**src/rtl/wdt_pkg.sv**
```systemverilog
package wdt_pkg;

    localparam int REG_AW = 2;
    localparam int REG_DW = 8;

    typedef enum logic [REG_AW-1:0] {
        ADDR_LOAD   = 2'd0,
        ADDR_CTRL   = 2'd1,
        ADDR_STATUS = 2'd2,
        ADDR_COUNT  = 2'd3
    } wdt_addr_e;

    typedef enum logic {
        UNIT_SEC = 1'b0,
        UNIT_MIN = 1'b1
    } wdt_unit_e;

    // Control register layout, bit 0 is the unit select.
    typedef struct packed {
        logic      io_en;
        logic      mouse_en;
        logic      kbd_en;
        logic      rst_en;
        logic      irq_en;
        wdt_unit_e unit;
    } wdt_ctrl_t;

    localparam int CTRL_W = $bits(wdt_ctrl_t);

    typedef struct packed {
        logic io;
        logic mouse;
        logic kbd;
    } wdt_evt_t;

    function automatic logic evt_hit(input wdt_evt_t ev, input wdt_ctrl_t c);
        return (ev.kbd & c.kbd_en) | (ev.mouse & c.mouse_en) | (ev.io & c.io_en);
    endfunction

endpackage

```
**src/rtl/wdt_regs.sv**
```systemverilog
module wdt_regs
    import wdt_pkg::*;
#(
    parameter int CNT_W = 8
) (
    input  logic              clk,
    input  logic              rst,
    input  logic              reg_wr,
    input  logic [REG_AW-1:0] reg_addr,
    input  logic [REG_DW-1:0] reg_wdata,
    output logic [REG_DW-1:0] reg_rdata,
    input  logic [CNT_W-1:0]  count,
    input  logic              expire,
    output logic              load_wr,
    output logic [CNT_W-1:0]  load_val,
    output logic [CNT_W-1:0]  load_q,
    output wdt_ctrl_t         ctrl_q,
    output logic              timeout_q
);

    logic ctrl_wr;
    logic status_wr;

    assign load_wr   = reg_wr && (wdt_addr_e'(reg_addr) == ADDR_LOAD);
    assign ctrl_wr   = reg_wr && (wdt_addr_e'(reg_addr) == ADDR_CTRL);
    assign status_wr = reg_wr && (wdt_addr_e'(reg_addr) == ADDR_STATUS);
    assign load_val  = reg_wdata[CNT_W-1:0];

    always_ff @(posedge clk) begin
        if (rst) begin
            load_q <= '0;
            ctrl_q <= '0;
        end else begin
            if (load_wr) load_q <= load_val;
            if (ctrl_wr) ctrl_q <= wdt_ctrl_t'(reg_wdata[CTRL_W-1:0]);
        end
    end

    // Host write has priority over the counter expiry.
    always_ff @(posedge clk) begin
        if (rst)            timeout_q <= 1'b0;
        else if (status_wr) timeout_q <= reg_wdata[0];
        else if (expire)    timeout_q <= 1'b1;
    end

    always_comb begin
        reg_rdata = '0;
        unique case (wdt_addr_e'(reg_addr))
            ADDR_LOAD:   reg_rdata[CNT_W-1:0]  = load_q;
            ADDR_CTRL:   reg_rdata[CTRL_W-1:0] = ctrl_q;
            ADDR_STATUS: reg_rdata[0]          = timeout_q;
            ADDR_COUNT:  reg_rdata[CNT_W-1:0]  = count;
            default:     reg_rdata             = '0;
        endcase
    end

    a_r5_expire_sets: assert property (@(posedge clk) disable iff (rst)
        (expire && !status_wr) |=> timeout_q);

    a_r7_host_force: assert property (@(posedge clk) disable iff (rst)
        status_wr |=> (timeout_q == $past(reg_wdata[0])));

    a_r7_flag_hold: assert property (@(posedge clk) disable iff (rst)
        (!status_wr && !expire) |=> $stable(timeout_q));

endmodule

```
**src/rtl/wdt_prescale.sv**
```systemverilog
module wdt_prescale
    import wdt_pkg::*;
#(
    parameter int MIN_DIV = 60
) (
    input  logic      clk,
    input  logic      rst,
    input  logic      sec_tick,
    input  wdt_unit_e unit,
    input  logic      running,
    input  logic      restart,
    output logic      unit_pulse
);

    localparam int PW = (MIN_DIV > 2) ? $clog2(MIN_DIV) : 1;
    localparam logic [PW-1:0] PRE_LAST = PW'(MIN_DIV - 1);

    logic [PW-1:0] pre_q;
    logic          wrap;

    assign wrap = (pre_q == PRE_LAST);

    always_ff @(posedge clk) begin
        if (rst || restart || !running || unit == UNIT_SEC) begin
            pre_q <= '0;
        end else if (sec_tick) begin
            pre_q <= wrap ? '0 : pre_q + PW'(1);
        end
    end

    always_comb begin
        if (!running)            unit_pulse = 1'b0;
        else if (unit == UNIT_SEC) unit_pulse = sec_tick;
        else                     unit_pulse = sec_tick && wrap;
    end

    a_r4_pre_bound: assert property (@(posedge clk) disable iff (rst)
        pre_q <= PRE_LAST);

    a_r4_pre_restart: assert property (@(posedge clk) disable iff (rst)
        restart |=> (pre_q == '0));

endmodule

```
**src/rtl/wdt_counter.sv**
```systemverilog
module wdt_counter
    import wdt_pkg::*;
#(
    parameter int CNT_W = 8
) (
    input  logic             clk,
    input  logic             rst,
    input  logic             load_wr,
    input  logic [CNT_W-1:0] load_val,
    input  logic [CNT_W-1:0] load_q,
    input  logic             reload,
    input  logic             unit_pulse,
    output logic [CNT_W-1:0] count_q,
    output logic             running,
    output logic             expire
);

    logic reload_ok;

    assign reload_ok = reload && (load_q != '0);
    assign running   = (count_q != '0);
    assign expire    = unit_pulse && (count_q == CNT_W'(1)) && !load_wr && !reload_ok;

    always_ff @(posedge clk) begin
        if (rst)                     count_q <= '0;
        else if (load_wr)            count_q <= load_val;
        else if (reload_ok)          count_q <= load_q;
        else if (unit_pulse && running) count_q <= count_q - CNT_W'(1);
    end

    a_r5_stop_at_zero: assert property (@(posedge clk) disable iff (rst)
        (count_q == '0 && !load_wr && !reload_ok) |=> (count_q == '0));

    a_r2_step_one: assert property (@(posedge clk) disable iff (rst)
        (running && unit_pulse && !load_wr && !reload_ok) |=> (count_q == $past(count_q) - CNT_W'(1)));

    a_r9_idle_hold: assert property (@(posedge clk) disable iff (rst)
        (!unit_pulse && !load_wr && !reload_ok) |=> $stable(count_q));

    a_r12_load_wins: assert property (@(posedge clk) disable iff (rst)
        load_wr |=> (count_q == $past(load_val)));

endmodule

```
**src/rtl/lt_watchdog.sv**
```systemverilog
module lt_watchdog
    import wdt_pkg::*;
#(
    parameter int CNT_W   = 8,
    parameter int MIN_DIV = 60
) (
    input  logic        clk,
    input  logic        rst,
    input  logic        reg_wr,
    input  logic [1:0]  reg_addr,
    input  logic [7:0]  reg_wdata,
    output logic [7:0]  reg_rdata,
    input  logic        sec_tick,
    input  logic        evt_kbd,
    input  logic        evt_mouse,
    input  logic        evt_io,
    output logic        timeout_o,
    output logic        irq_o,
    output logic        rst_o
);

    logic             load_wr;
    logic [CNT_W-1:0] load_val;
    logic [CNT_W-1:0] load_q;
    logic [CNT_W-1:0] count_q;
    wdt_ctrl_t        ctrl_q;
    logic             timeout_q;
    logic             running;
    logic             expire;
    logic             unit_pulse;
    logic             reload;
    wdt_evt_t         evts;

    assign evts   = '{io: evt_io, mouse: evt_mouse, kbd: evt_kbd};
    assign reload = evt_hit(evts, ctrl_q);

    wdt_regs #(.CNT_W(CNT_W)) u_regs (
        .clk       (clk),
        .rst       (rst),
        .reg_wr    (reg_wr),
        .reg_addr  (reg_addr),
        .reg_wdata (reg_wdata),
        .reg_rdata (reg_rdata),
        .count     (count_q),
        .expire    (expire),
        .load_wr   (load_wr),
        .load_val  (load_val),
        .load_q    (load_q),
        .ctrl_q    (ctrl_q),
        .timeout_q (timeout_q)
    );

    wdt_prescale #(.MIN_DIV(MIN_DIV)) u_pre (
        .clk        (clk),
        .rst        (rst),
        .sec_tick   (sec_tick),
        .unit       (ctrl_q.unit),
        .running    (running),
        .restart    (load_wr || (reload && load_q != '0)),
        .unit_pulse (unit_pulse)
    );

    wdt_counter #(.CNT_W(CNT_W)) u_cnt (
        .clk        (clk),
        .rst        (rst),
        .load_wr    (load_wr),
        .load_val   (load_val),
        .load_q     (load_q),
        .reload     (reload),
        .unit_pulse (unit_pulse),
        .count_q    (count_q),
        .running    (running),
        .expire     (expire)
    );

    assign timeout_o = timeout_q;
    assign irq_o     = timeout_q && ctrl_q.irq_en;
    assign rst_o     = timeout_q && ctrl_q.rst_en;

    a_r10_out_gate: assert property (@(posedge clk) disable iff (rst)
        (irq_o || rst_o) |-> timeout_o);

    a_r1_reset_quiet: assert property (@(posedge clk)
        rst |=> (!timeout_o && count_q == '0));

endmodule

```
**config.mk**
```make
export PLATFORM = sky130hd
export DESIGN_NAME = lt_watchdog
export DESIGN_NICKNAME = d
export VERILOG_FILES = /design/src/rtl/wdt_pkg.sv /design/src/rtl/wdt_regs.sv /design/src/rtl/wdt_prescale.sv /design/src/rtl/wdt_counter.sv /design/src/rtl/lt_watchdog.sv
export SDC_FILE = /design/constraint.sdc
export NUM_CORES = 1
export LEC_CHECK = 0
export ABC_AREA = 1
export BUFFER_PORTS_ARGS = -buffer_cell sky130_fd_sc_hd__buf_2
export CORE_UTILIZATION = 30
export CTS_CLUSTER_DIAMETER = 60
export DETAILED_ROUTE_END_ITERATION = 12
export HOLD_SLACK_MARGIN = 0.1
export PLACE_DENSITY = 0.51
export SLEW_MARGIN = 20
export SYNTH_ARGS = -nofsm -noshare
export SYNTH_HDL_FRONTEND = slang
export SYNTH_SLANG_ARGS = --single-unit
```
**constraint.sdc**
```tcl
create_clock -name clk -period 2 [get_ports clk]
set_input_delay 0.3 -clock clk [delete_from_list [all_inputs] [get_ports clk]]
set_output_delay 0.3 -clock clk [all_outputs]
set_load 0.05 [all_outputs]
```
==> summary.txt <==
Pwr
  – PwrDens: around 830 nW/um^2
  – Static Leak: approximately 1.2 nW
  – Max VDD drop: about 0.35 mV

Cells and area
  – Fraction of layout cells with a size suffix above 1: 0.169
  – Fillcell total: 743
  – Final net count: 358
  – ANT cells: 0
  – Area growth from synthesis to layout: 15.5%
  – Design area: 2260 um^2
  – Layout Utilization: 0.358

Timing
  – Hold Violations, Final: 0
  – Setup Skew: 0.00612 ns
  – Final hold slack: 0.283 ns
  – Max-slew violations: 0
  – Tmin final: 1.76 ns
  – Worst-Margin Slew: approximately 0.34 ns
  – Setup tns final: 0 ns
  – Max-slew headroom: 0.771
  – RSZ-0062 raised after global routing: false
  – Final setup violation count: 0
  – Fmax: 568 MHz
  – Fin crit share: 0.880

Clocking
  – Reg clk slew, reported paths: 0.07 ns
  – Clock root buffer: clkbuf_8
  – CTS Buf Count: 5
  – Clock latency at the later pin of the worst-skew pair: 0.29 ns
  – H-Tree Depth: 2
  – CTS max path bufs: 2
  – Number of gates resized after CTS: 0
  – Cts hold-fix bufs: 0
  – CTS tree: built
  – Post-CTS Setup Inserts: 0
  – Number of clock sinks: 29

Critical path
  – Most used cell, CP: buf_2
  – Critical Path Fanout Max: 8
  – Worst Setup SP: reg_addr[0]
  – Delay-heaviest family, CP: buffers and inverters
  – Max incr delay on CP: 0.38 ns
  – Critical Path RT: 1.70 ns
  – Critical Path Sink Type: output pin
  – Worst R2R Start: u_cnt.count_q[0]$_SDFFE_PP0P_
  – Crit path launch type: primary input
  – Slowest stage cell, crit path: ha_1
  – Critical path class: primary input to output pin
  – WP buf/inv: 3
  – Arr. time, crit path: between 1 and 1.5 ns
  – CP Cell Sequence: buf_2, inv_1, ha_1, nand2_1, a21oi_1, buf_2

Drt
  – Via density per instance: between 4 and 5
  – Number of remaining DRC errors: 0
  – Top layer in use: met4
  – Met3 routed WL: 146 um
  – Met1 WL: 2.51 mm
  – Total iterations of the first detailed-routing run: 4
  – Initial DRC Count: 66
  – Via count: 1857
  – Total Routed Length: 4.92 mm
  – Post-DRT Antenna Nets: 0
  – Routed met2 length: 2.21 mm
  – WL/cell: 12.0 um

Placed design
  – Placed instance area: 2160 um^2
  – DP HPWL: just under 4 mm
  – # port buffers: 27
  – GPL Wtd Cong: 0.787

Die
  – Io pins: 28
  – Die width: between 80 and 90 um
  – FP Rows: 29
  – Core Area: 6310 um^2
  – Die area: 6850 um^2
  – Die Y-Extent: 82.8 um
  – Starting Density: 0.310

Global routing
  – Largest net degree at the start of global routing: 17
  – GRT Residual Overflow: 0
  – Number of global-route vias before repair: ~1.8k
  – Antenna violations before repair: 0
  – Overall routing resource usage: 0.163
  – First-pass GRT wire length: 8.27 mm

Logic synthesis
  – Cell taking the most area after synthesis: dfxtp_1
  – Synth area leaders: dfxtp_1 (30%), nand2_1 (17%), nor2_1 (10%)
  – Syn avg cell area: 6.48 um^2
  – Synth top cells by count: nand2_1 (90), nor2_1 (53), inv_1 (34), dfxtp_1 (29), a21oi_1 (20)
  – Syn Std Cell Area: 1960 um^2
  – Post-synth EDFFs: 0
  – Dominant synthesized flop cell: dfxtp_1
  – Seq/Total Area, Yosys: 0.296
  – Synth Instances: 302
  – Yosys warnings: 0
  – Share of the synthesized area in the top cell type: 0.296
  – Share of flip-flops with an asynchronous set or reset: 0
  – Yosys reg bits: 29
  – Yosys cell types: 33
  – Most instantiated library cell after synthesis: nand2_1
  – Syn nets: between 300 and 400

Status
  – Status: finished, final reports clean

Min path
  – Hold Crit Class: primary input to register
  – Min-delay src: reg_wdata[4]

Job
  – Max cap viols: 0
==> stage by stage <==
step                cells  power, mW  setup WS, ns
floorplan             302       1.19        0.0350
global placement      401       1.34         0.200
detailed placement    401       1.34         0.142
CTS                   409       1.90         0.230
global route          409       2.02         0.108
finish                409       1.88         0.239
==> cells in the final DEF, fill, tap and decap left out, drive strengths merged <==
cell,instances
nand2,94
nor2,61
inv,36
dfxtp,29
buf,28
a21oi,20
nand3,19
ha,10
o21ai,10
clkbuf,7
xor2,4
nand4,4
nand3b,4
a32oi,1
o211ai,1
xnor2,1
and2,1
o21a,1
clkinv,1
==> worst reg2reg max path, cell delays in order, from the launching register on <==
cell,delay [ns]
dfxtp_1,0.41
inv_1,0.15
ha_1,0.24
nand4_2,0.13
nand3_4,0.15
nand2_4,0.15
nand2_1,0.06
nor2_1,0.10
nor2_1,0.05
==> metal layers <==
layer / up-vias / GRT usage
met3: 6 / 0.0426
li1: 1000 / -
met1: 827 / 0.208
met5: - / 0
met2: 24 / 0.270
met4: 0 / 0.0414
==> cell type report <==
type	instances	area, um^2	area share
tap	77	96.3	0.0426
clock buffer	7	96.3	0.0426
multi-input combinational	231	1200	0.532
sequential	29	581	0.257
timing repair buffer	28	143	0.0631
clock inverter	1	5.00	0.00221
inverter	36	138	0.0608
==> sequential cells by signal (all words and copies together) (netlist names) <==
name / flops
u_cnt.count_q: 8
u_regs.load_q: 8
u_pre.pre_q: 6
u_regs.ctrl_q: 6
u_regs.timeout_q: 1
==> power by group <==
part / leakage, nW / switching (mW) / total (mW) / internal (mW)
sequential: 0.237 / 0.0731 / 0.702 / 0.629
clock: 0.0542 / 0.244 / 0.554 / 0.311
combinational: 0.861 / 0.400 / 0.625 / 0.224
total: 1.15 / 0.717 / 1.88 / 1.16
==> worst paths after layout <==
check	depth (start not counted)	slack [ns]	endpoint
max	6	0.24	reg_rdata[7]
min	3	0.28	u_regs.ctrl_q[4]$_SDFFE_PP0P_
max reg2reg	8	0.45	u_cnt.count_q[4]$_SDFFE_PP0P_
min reg2reg	2	0.48	u_pre.pre_q[5]$_SDFFE_PP0P_
==> cell families after synthesis <==
| logic type | share of synthesized area |
|---|---|
| and+or+nand+nor | 0.431 |
| buffers and inverters | 0.0888 |
| AOI/OAI and AO/OA | 0.0978 |
| adders and majority gates | 0.0639 |
| xor gates and xnor gates | 0.0224 |
| DFF | 0.296 |
(Power assumes the default switching activity.)
